$ cat src/rtl/acc_pkg.sv
package acc_pkg;

    typedef enum logic [1:0] {
        ST_FETCH = 2'd0,
        ST_EXEC  = 2'd1,
        ST_ADD2  = 2'd2,
        ST_STOP  = 2'd3
    } step_e;

    typedef enum logic [3:0] {
        OP_LOAD  = 4'd0,
        OP_ADD   = 4'd1,
        OP_STORE = 4'd2,
        OP_HALT  = 4'd3
    } opcode_e;

    // Bit order matches the ctl port: bit0 mem_rd ... bit6 halt.
    typedef struct packed {
        logic halt;
        logic acc_drv;
        logic acc_ld;
        logic alu_add;
        logic b_ld;
        logic mem_wr;
        logic mem_rd;
    } ctl_t;

    localparam int CTL_W = 7;

endpackage

$ cat src/rtl/acc_seq.sv
module acc_seq
    import acc_pkg::*;
(
    input  logic       clk,
    input  logic       rst,
    input  logic [3:0] opcode,
    output step_e      step,
    output ctl_t       ctl,
    output logic       ir_ld,
    output logic       pc_inc
);

    step_e step_nx;
    logic  known_op;

    // Opcodes outside the four defined ones decode as HALT.
    always_comb begin
        known_op = (opcode == OP_LOAD) || (opcode == OP_ADD) || (opcode == OP_STORE);
    end

    // State register.
    always_ff @(posedge clk) begin
        if (rst) begin
            step <= ST_FETCH;
        end else begin
            step <= step_nx;
        end
    end

    // Next-state logic.
    always_comb begin
        step_nx = step;
        unique case (step)
            ST_FETCH: step_nx = ST_EXEC;
            ST_EXEC: begin
                if (!known_op)            step_nx = ST_STOP;
                else if (opcode == OP_ADD) step_nx = ST_ADD2;
                else                      step_nx = ST_FETCH;
            end
            ST_ADD2: step_nx = ST_FETCH;
            ST_STOP: step_nx = ST_STOP;
            default: step_nx = ST_FETCH;
        endcase
    end

    // Output decode: each line is an OR of step-and-opcode terms.
    always_comb begin
        ctl    = '0;
        ir_ld  = 1'b0;
        pc_inc = 1'b0;
        unique case (step)
            ST_FETCH: begin
                ctl.mem_rd = 1'b1;
                ir_ld      = 1'b1;
                pc_inc     = 1'b1;
            end
            ST_EXEC: begin
                if (!known_op) begin
                    ctl.halt = 1'b1;
                end else begin
                    unique case (opcode)
                        OP_LOAD: begin
                            ctl.mem_rd = 1'b1;
                            ctl.acc_ld = 1'b1;
                        end
                        OP_ADD: begin
                            ctl.mem_rd = 1'b1;
                            ctl.b_ld   = 1'b1;
                        end
                        OP_STORE: begin
                            ctl.acc_drv = 1'b1;
                            ctl.mem_wr  = 1'b1;
                        end
                        default: ctl.halt = 1'b1;
                    endcase
                end
            end
            ST_ADD2: begin
                ctl.alu_add = 1'b1;
                ctl.acc_ld  = 1'b1;
            end
            ST_STOP: ctl = '0;
            default: ctl = '0;
        endcase
    end

endmodule

$ cat src/rtl/acc_ram.sv
module acc_ram #(
    parameter int DW = 8,
    parameter int AW = 4
) (
    input  logic          clk,
    input  logic          we,
    input  logic [AW-1:0] waddr,
    input  logic [DW-1:0] wdata,
    input  logic [AW-1:0] raddr_a,
    output logic [DW-1:0] rdata_a,
    input  logic [AW-1:0] raddr_b,
    output logic [DW-1:0] rdata_b
);

    localparam int DEPTH = 1 << AW;

    logic [DW-1:0] mem [DEPTH];

    always_ff @(posedge clk) begin
        if (we) begin
            mem[waddr] <= wdata;
        end
    end

    assign rdata_a = mem[raddr_a];
    assign rdata_b = mem[raddr_b];

endmodule

$ cat src/rtl/acc_datapath.sv
module acc_datapath
    import acc_pkg::*;
#(
    parameter int DW = 8,
    parameter int AW = 4
) (
    input  logic          clk,
    input  logic          rst,
    input  step_e         step,
    input  ctl_t          ctl,
    input  logic          ir_ld,
    input  logic          pc_inc,
    input  logic [DW-1:0] mem_rdata,
    output logic [AW-1:0] mem_addr,
    output logic [DW-1:0] bus,
    output logic [DW-AW-1:0] opcode,
    output logic [DW-1:0] acc,
    output logic [AW-1:0] pc
);

    logic [DW-1:0] ir;
    logic [DW-1:0] breg;
    logic [DW-1:0] sum;

    assign opcode   = ir[DW-1:AW];
    assign mem_addr = (step == ST_FETCH) ? pc : ir[AW-1:0];
    assign sum      = acc + breg;

    // Single shared bus: exactly one source is selected by its driver line.
    always_comb begin
        bus = '0;
        if (ctl.mem_rd)       bus = mem_rdata;
        else if (ctl.alu_add) bus = sum;
        else if (ctl.acc_drv) bus = acc;
    end

    always_ff @(posedge clk) begin
        if (rst) begin
            pc   <= '0;
            acc  <= '0;
            breg <= '0;
            ir   <= '0;
        end else begin
            if (pc_inc)     pc   <= pc + 1'b1;
            if (ir_ld)      ir   <= bus;
            if (ctl.b_ld)   breg <= bus;
            if (ctl.acc_ld) acc  <= bus;
        end
    end

endmodule

$ cat src/rtl/acc_cpu.sv
module acc_cpu
    import acc_pkg::*;
#(
    parameter int DW = 8,
    parameter int AW = 4
) (
    input  logic          clk,
    input  logic          rst,
    input  logic          ld_we,
    input  logic [AW-1:0] ld_addr,
    input  logic [DW-1:0] ld_data,
    input  logic [AW-1:0] rd_addr,
    output logic [DW-1:0] rd_data,
    output logic [DW-1:0] acc_q,
    output logic [AW-1:0] pc_q,
    output logic [CTL_W-1:0] ctl,
    output logic          halted
);

    step_e            step;
    ctl_t             ctl_s;
    logic             ir_ld;
    logic             pc_inc;
    logic [AW-1:0]    mem_addr;
    logic [DW-1:0]    mem_rdata;
    logic [DW-1:0]    bus;
    logic [DW-AW-1:0] opcode;
    logic             ram_we;
    logic [AW-1:0]    ram_waddr;
    logic [DW-1:0]    ram_wdata;

    acc_seq u_seq (
        .clk    (clk),
        .rst    (rst),
        .opcode (opcode[3:0]),
        .step   (step),
        .ctl    (ctl_s),
        .ir_ld  (ir_ld),
        .pc_inc (pc_inc)
    );

    acc_datapath #(.DW(DW), .AW(AW)) u_dp (
        .clk       (clk),
        .rst       (rst),
        .step      (step),
        .ctl       (ctl_s),
        .ir_ld     (ir_ld),
        .pc_inc    (pc_inc),
        .mem_rdata (mem_rdata),
        .mem_addr  (mem_addr),
        .bus       (bus),
        .opcode    (opcode),
        .acc       (acc_q),
        .pc        (pc_q)
    );

    // Load port owns the write side while reset is held.
    assign ram_we    = rst ? ld_we   : ctl_s.mem_wr;
    assign ram_waddr = rst ? ld_addr : mem_addr;
    assign ram_wdata = rst ? ld_data : bus;

    acc_ram #(.DW(DW), .AW(AW)) u_ram (
        .clk     (clk),
        .we      (ram_we),
        .waddr   (ram_waddr),
        .wdata   (ram_wdata),
        .raddr_a (mem_addr),
        .rdata_a (mem_rdata),
        .raddr_b (rd_addr),
        .rdata_b (rd_data)
    );

    assign ctl    = ctl_s;
    assign halted = (step == ST_STOP);

endmodule

$ cat config.mk
export PLATFORM = sky130hd
export DESIGN_NAME = acc_cpu
export DESIGN_NICKNAME = d
export VERILOG_FILES = /design/src/rtl/acc_pkg.sv /design/src/rtl/acc_seq.sv /design/src/rtl/acc_ram.sv /design/src/rtl/acc_datapath.sv /design/src/rtl/acc_cpu.sv
export SDC_FILE = /design/constraint.sdc
export NUM_CORES = 1
export LEC_CHECK = 0
export BUFFER_PORTS_ARGS = -buffer_cell sky130_fd_sc_hd__buf_2
export CORE_MARGIN = 2
export CORE_UTILIZATION = 55
export CTS_BUF_LIST = sky130_fd_sc_hd__clkbuf_16
export DETAILED_ROUTE_END_ITERATION = 7
export PLACE_DENSITY = 0.76
export SLEW_MARGIN = 20
export SYNTH_ARGS = -nofsm -noshare
export SYNTH_HDL_FRONTEND = slang
export SYNTH_HIERARCHICAL = 1
export SYNTH_SLANG_ARGS = --single-unit
$ cat constraint.sdc
create_clock -name clk -period 3.08 [get_ports clk]
set_input_delay 0.462 -clock clk [delete_from_list [all_inputs] [get_ports clk]]
set_output_delay 0.462 -clock clk [all_outputs]
set_load 0.02 [all_outputs]
* Yosys cells after proc, flatten, opt, wreduce, memory -nomap -nowiden
Memories as Yosys holds them, arrays and structs flattened.
Cells that the tools add are included.
** Operators by class
- Reductions and logical operators :: 6
- Multiplexer cells :: 26
- $add $sub $neg :: 2
- Equality and inequality tests :: 5
** Operators with widths (number)
- $mux 8 :: 4
- $mux 1 :: 11
- $mux 2 :: 5
- $add 8x8->8 :: 1
- $mux 4 :: 2
- $pmux 2 s4 :: 1
- $add 4x1->4 const B :: 1
- $eq 2x2->1 const B :: 2
- $eq 4x1->1 const B :: 1
- $eq 4x2->1 const B :: 1
- $logic_not 4->1 :: 1
- $pmux 1 s2 :: 2
- $mux 3 :: 1
- $reduce_or 3->1 :: 1
- $eq 2x1->1 const B :: 1
- $logic_not 2->1 :: 1
- $logic_or 1x1->1 :: 2
- $reduce_or 2->1 :: 1
** Storage, ports and cells
- Output and inout bits :: 28
- Memory bits (writable) :: 128
- Input bits :: 19
- Register bits :: 30
- Memories :: 1
- Logic and storage cells :: 45
** Memory list
- u_ram.mem :: depth 16, width 8, read ports 2, clocked after memory_dff 0, wr ports 1, RTL line acc_ram.sv:17 : logic [DW-1:0] mem [DEPTH];

* Logic depth before layout (Yosys ltp)
- Depth after elaboration :: 9
- Mapped depth :: 13
- Mapped depth without buffers :: 11

* By module
The synthesis kept the hierarchy.
** By module, submodules not included
- acc_ram :: area each 6024.5 um2, cells each 291, sequential area each 3843.7 um2, times used 1
- acc_datapath :: area each 1606.5 um2, cells each 188, sequential area each 560.5 um2, times used 1
- acc_seq :: area each 220.2 um2, cells each 25, sequential area each 40.0 um2, times used 1
- acc_cpu :: area each 201.4 um2, cells each 15, sequential area each 0.0 um2, times used 1

* Worst setup path before layout
OpenSTA, ideal clock, no wires.
- Path type :: register to register
- Start :: register u_seq.step[1]
- End :: memory u_ram.mem[0][0] (enable)
- Arrival time :: 2.828 ns
- Cell stages (with the launch flop) :: 8
- Setup slack :: -0.132 ns
- Data required time :: 2.697 ns
- Setup time :: 0.383 ns
- Buffers on the path :: 0
- Period minus slack after synthesis :: 3.212 ns
- Cell sequence :: dfxtp_1 > inv_1 > ha_1 > nand2_1 > nor4_1 > mux2_4 > or3b_2 > nor3_1
** Between the ends
- Word-level cells in the longest chain between the ends :: 5
- Elaborated cells on any way between the ends :: 8
- Classes of those cells :: eq/ne: 1; mux: 6; reduce/logical: 1
** RTL lines
- start: declaration :: RTL line acc_seq.sv:7 : output step_e step,
- start signal: assignment :: RTL line acc_seq.sv:26 : step <= step_nx;
- $eq 2x1->1 :: RTL line acc_seq.sv:51 : unique case (step)
- $mux 2 :: RTL line acc_seq.sv:51
- named net ctl[1] :: RTL line acc_cpu.sv:16 : output logic [CTL_W-1:0] ctl,
- $mux 1 :: RTL line acc_cpu.sv:58 : assign ram_we = rst ? ld_we : ctl_s.mem_wr;
- named net ram_we :: RTL line acc_cpu.sv:28 : logic ram_we;
- $mux 1 :: RTL line acc_ram.sv:20 : if (we) begin
- $mux 1 (not written as such) :: RTL line acc_ram.sv:21 : mem[waddr] <= wdata;
- end: declaration :: RTL line acc_ram.sv:17
The timed path passes the listed nets, and every way through them passes these cells.

* Worst setup path after layout
- Start :: register u_seq.step[0]
- End :: memory u_ram.mem[14][5], data pin
** Between the ends
- Elaborated cells on any way between the ends :: 12
- Classes of those cells :: eq/ne: 2; mux: 8; reduce/logical: 1; memory: 1
** RTL lines
- $logic_not 2->1 :: RTL line acc_datapath.sv:26 : assign mem_addr = (step == ST_FETCH) ? pc : ir[AW-1:0];
- $mux 4 :: RTL line acc_datapath.sv:26
- named net mem_addr[1] :: RTL line acc_cpu.sv:24 : logic [AW-1:0] mem_addr;
- $mem_v2 16x8
- named net mem_rdata[5] :: RTL line acc_cpu.sv:25 : logic [DW-1:0] mem_rdata;
- $mux 8 :: RTL line acc_datapath.sv:32 : if (ctl.mem_rd) bus = mem_rdata;
- named net bus[5] :: RTL line acc_cpu.sv:26 : logic [DW-1:0] bus;
- $mux 8 :: RTL line acc_cpu.sv:60 : assign ram_wdata = rst ? ld_data : bus;
The timed path passes the listed nets, and every way through them passes these cells.

==> summary.md <==
The run finished with clean final reports. The cell area after layout was 0.00947 mm^2; the starting utilization of the core area was 0.558. The largest clock skew in the final design was 0.0103 ns; the number of top-level pins was 47. The critical path goes through nor2_4 -> buf_4 -> mux2_4 -> buf_4 -> mux4_1 -> a22oi_1 -> nand2_1 -> nand2b_4 -> a21boi_1 -> a31oi_1 -> inv_1 -> mux2_4. The share of the clock period used by the worst path works out to 0.975.

The clock transition time at the flip-flop clock pins of the worst setup and hold paths is 0.06 ns, and the number of buffers inserted during clock tree synthesis is 17. The growth of design area from synthesis to finish is 17.6%. Counting distinct cell types in the post-synthesis netlist gives 54.

In this run the remaining antenna-violating nets after routing total 0. In the layout the commonest cells are 128 x sky130_fd_sc_hd__edfxtp_1, 57 x sky130_fd_sc_hd__buf_4, 46 x sky130_fd_sc_hd__buf_2. Dividing total power by cell area gives a power density of 922 mW/mm^2. Measured along the y axis, the die boundary spans 125 um.

For the register area share after synthesis, the log shows 0.552. Before CTS, the worst setup slack after placement is -0.125 ns. VDD sags by at most 0.000456 V.

Data arrives at the worst endpoint at 3.17 ns. The count of buffers added on input and output ports is 46. The fraction of layout instances using a drive strength above 1 was 0.349.

Final hold analysis gives a worst-case slack of 0.470 ns. Total power draw: 0.00873 W. The synthesized design contains 128 enable-type register cells. After detailed routing, the total wire length is 21.6 mm. Based on the critical path, the design can be clocked at up to 0.333 GHz. Clock sink count: 158.

The tools report the capture point of the critical path as u_ram/mem[14][5]$_DFFE_PP_. Synthesis handed over a netlist of 519 instances. After detailed routing, the average wire length per cell comes to 26.6 um.

The clock period minus final worst setup slack is 3.00 ns, and the aggregate global routing overflow is 0. Setup violations remaining at the end of the flow were counted as 0. The tools report the terminus of the critical flop-to-flop path as u_ram/mem[14][5]$_DFFE_PP_. For the iteration-0 DRC count of the detailed router, the log shows 755. Endpoint kind of the worst setup timing path: a flip-flop. The initial antenna violation count was 0. The logs give 0.309 for the worst slew margin relative to its limit and 5,184 for the number of global-route vias before repair. 0 antenna diodes ended up in the layout.

The core area was 0.0144 mm^2. The run gives 0.43 ns as the insertion delay to the later sink of the worst-skew pair. Entering global routing, the biggest net connects 43 pins.

The least setup slack across all paths after layout was 0.0756 ns. Count of unresolved DRC violations after routing: 0. The path class of the tightest hold or removal check is input port to flip-flop. Tracing the worst setup path back leads to its startpoint at u_seq/step[0]$_SDFF_PP0_. During synthesis, Yosys emitted a total of 6 warnings. The setup check on the worst reg-to-reg path leaves a slack of 0.08 ns.

The last weighted congestion value of the routability-driven placer is 0.854, and the die width is 125 um. Synthesis produced a netlist with a net count of 551. The critical path class is flip-flop to flip-flop. For this design the static power due to leakage is 3.51 nW. The first global-routing pass estimated 31.2 mm of wire. For the pin with the worst max-slew slack, the measured transition is 1.03 ns. The final-report hold violation count was 0.

Synthesis inferred 158 register bits. TritonCTS built the clock tree. The slowest stage of the critical path is the sky130_fd_sc_hd__mux2_4 cell. The share of synthesized flip-flops with an asynchronous set or reset is 0, and the HPWL after detailed placement is 13.8 mm. In this run the core area contains 44 standard-cell rows.

In the final timing run, aggregate negative setup slack is 0 ns. For the worst flop-to-flop path, the logic depth is 12. The overall track demand over capacity in global routing is 0.271, and the full die area is 0.0156 mm^2.

In this run the cell area of the synthesized design comes to 0.00805 mm^2. The critical-path maximum fanout was 8; the number of pins with negative max-slew slack in the final report was 0. The post-synthesis area per instance came out at 15.5 um^2.

The detailed-route vias per instance came out at 6.70. The final route contains 5,432 vias. The top flip-flop cell by instance count after synthesis is sky130_fd_sc_hd__edfxtp_1.

The startpoint kind of the worst setup timing path is a flip-flop. The worst register-to-register path begins at u_seq/step[0]$_SDFF_PP0_. The logs give 0.00871 mm^2 for the placed cell area and 647 for the net total in the final layout. Counting along the longest clock path gives a buffer depth of 2.

The buffer cell driving the clock tree root is sky130_fd_sc_hd__clkbuf_16. Max-cap violations in this run came to 0. The number of levels in the clock H-tree is 4, and the longest individual stage delay on the worst path is 0.39 ns. The most frequent standard cell in the layout excluding fill and tap cells was sky130_fd_sc_hd__edfxtp_1. STA puts the critical path data required time at 3.24 ns. The first detailed-routing pass ran for 5 iterations.
[cell usage after synthesis, types with 6 or more instances]
library cell	count	area [um^2]
sky130_fd_sc_hd__a211oi_1	13	97.6
sky130_fd_sc_hd__a22oi_1	32	240
sky130_fd_sc_hd__buf_4	8	60.1
sky130_fd_sc_hd__buf_6	8	90.1
sky130_fd_sc_hd__clkbuf_1	6	22.5
sky130_fd_sc_hd__clkdlybuf4s25_2	6	60.1
sky130_fd_sc_hd__dfxtp_1	30	601
sky130_fd_sc_hd__edfxtp_1	128	3840
sky130_fd_sc_hd__ha_1	12	150
sky130_fd_sc_hd__inv_1	12	45.0
sky130_fd_sc_hd__mux2_2	8	90.1
sky130_fd_sc_hd__mux2_4	10	150
sky130_fd_sc_hd__mux2i_1	8	80.1
sky130_fd_sc_hd__mux4_1	28	736
sky130_fd_sc_hd__mux4_2	34	766
sky130_fd_sc_hd__nand2_1	36	135
sky130_fd_sc_hd__nand2b_1	13	81.3
sky130_fd_sc_hd__nor2_1	45	169
sky130_fd_sc_hd__nor2b_1	7	43.8
sky130_fd_sc_hd__o21ai_0	7	35.0
[how the worst min path moves through the flow]
| stage | from | end | slack [ns] | cells past startpoint |
|---|---|---|---|---|
| after floorplan | u_dp/ir[0]$_SDFFE_PP0P_ | u_dp/ir[0]$_SDFFE_PP0P_ | 0.46 | 2 |
| after global placement | u_dp/ir[2]$_SDFFE_PP0P_ | u_dp/ir[2]$_SDFFE_PP0P_ | 0.47 | 2 |
| after detailed placement | u_dp/ir[2]$_SDFFE_PP0P_ | u_dp/ir[2]$_SDFFE_PP0P_ | 0.48 | 2 |
| after CTS | ld_data[4] | u_ram/mem[12][4]$_DFFE_PP_ | 0.48 | 2 |
| after global routing | ld_data[5] | u_ram/mem[9][5]$_DFFE_PP_ | 0.48 | 2 |
| final | ld_data[5] | u_ram/mem[4][5]$_DFFE_PP_ | 0.47 | 2 |
[routing by layer]
layer  up-vias  share of wire  GRT usage
met2       364           0.49      0.439
li1       2287              -          -
met4         0          0.032      0.113
met3        43           0.11     0.0650
met5         -              0          0
met1      2738           0.37      0.356
[what timing repair did]
action / CTS / global route
gates resized for setup: 3 / 24
setup endpoints to repair: 112 / 68
gates cloned: 0 / 4
pin swaps: 0 / 6
hold buffers: 0 / 0
buffers inserted: 1 / 6
hold endpoints to repair: 0 / 0
[area by class of cell]
| class | instances | area (um^2) |
|---|---|---|
| inverters | 12 | 45.0 |
| multi-input cells | 318 | 3430 |
| clock inverters | 14 | 151 |
| well taps | 184 | 230 |
| flip-flops and latches | 158 | 4450 |
| repair buffers | 108 | 741 |
| fillers | 964 | 4950 |
| clock buffers | 17 | 425 |
[worst max-delay path, delay by kind of cell (launching register included)]
| kind | cells | cell delay [ns] |
|---|---|---|
| and+or+nand+nor | 3 | 0.39 |
| muxes | 3 | 0.95 |
| buffers and inverters | 3 | 0.46 |
| DFF | 1 | 0.33 |
| AOI/OAI and AO/OA | 3 | 0.59 |
[through the flow]
step,util,cells
after floorplan,-,519
after CTS,0.645,801
after global placement,0.604,769
after detailed placement,0.604,769
after global routing,0.657,811
final,0.657,811
[kinds of logic after synthesis]
group,count (synthesis),synth area share
flops,158,0.552
simple gates,125,0.0750
mux,90,0.232
fa+ha+maj,13,0.0211
xor+xnor,8,0.00870
compound gates,78,0.0722
buf+inv,47,0.0385
[flip-flops by register name, indices dropped and copies added, names as in the netlist]
register and cells:
u_ram/mem 128, u_dp/acc 8, u_dp/breg 8, u_dp/ir 8, u_dp/pc 4, u_seq/step 2
[where the power goes]
part	internal, W	total [W]	switching, W
clock	0.00125	0.00207	0.000817
combinational	0.00168	0.00370	0.00202
sequential	0.00279	0.00296	0.000177
Note: power is estimated with default switching activity, not from simulation.
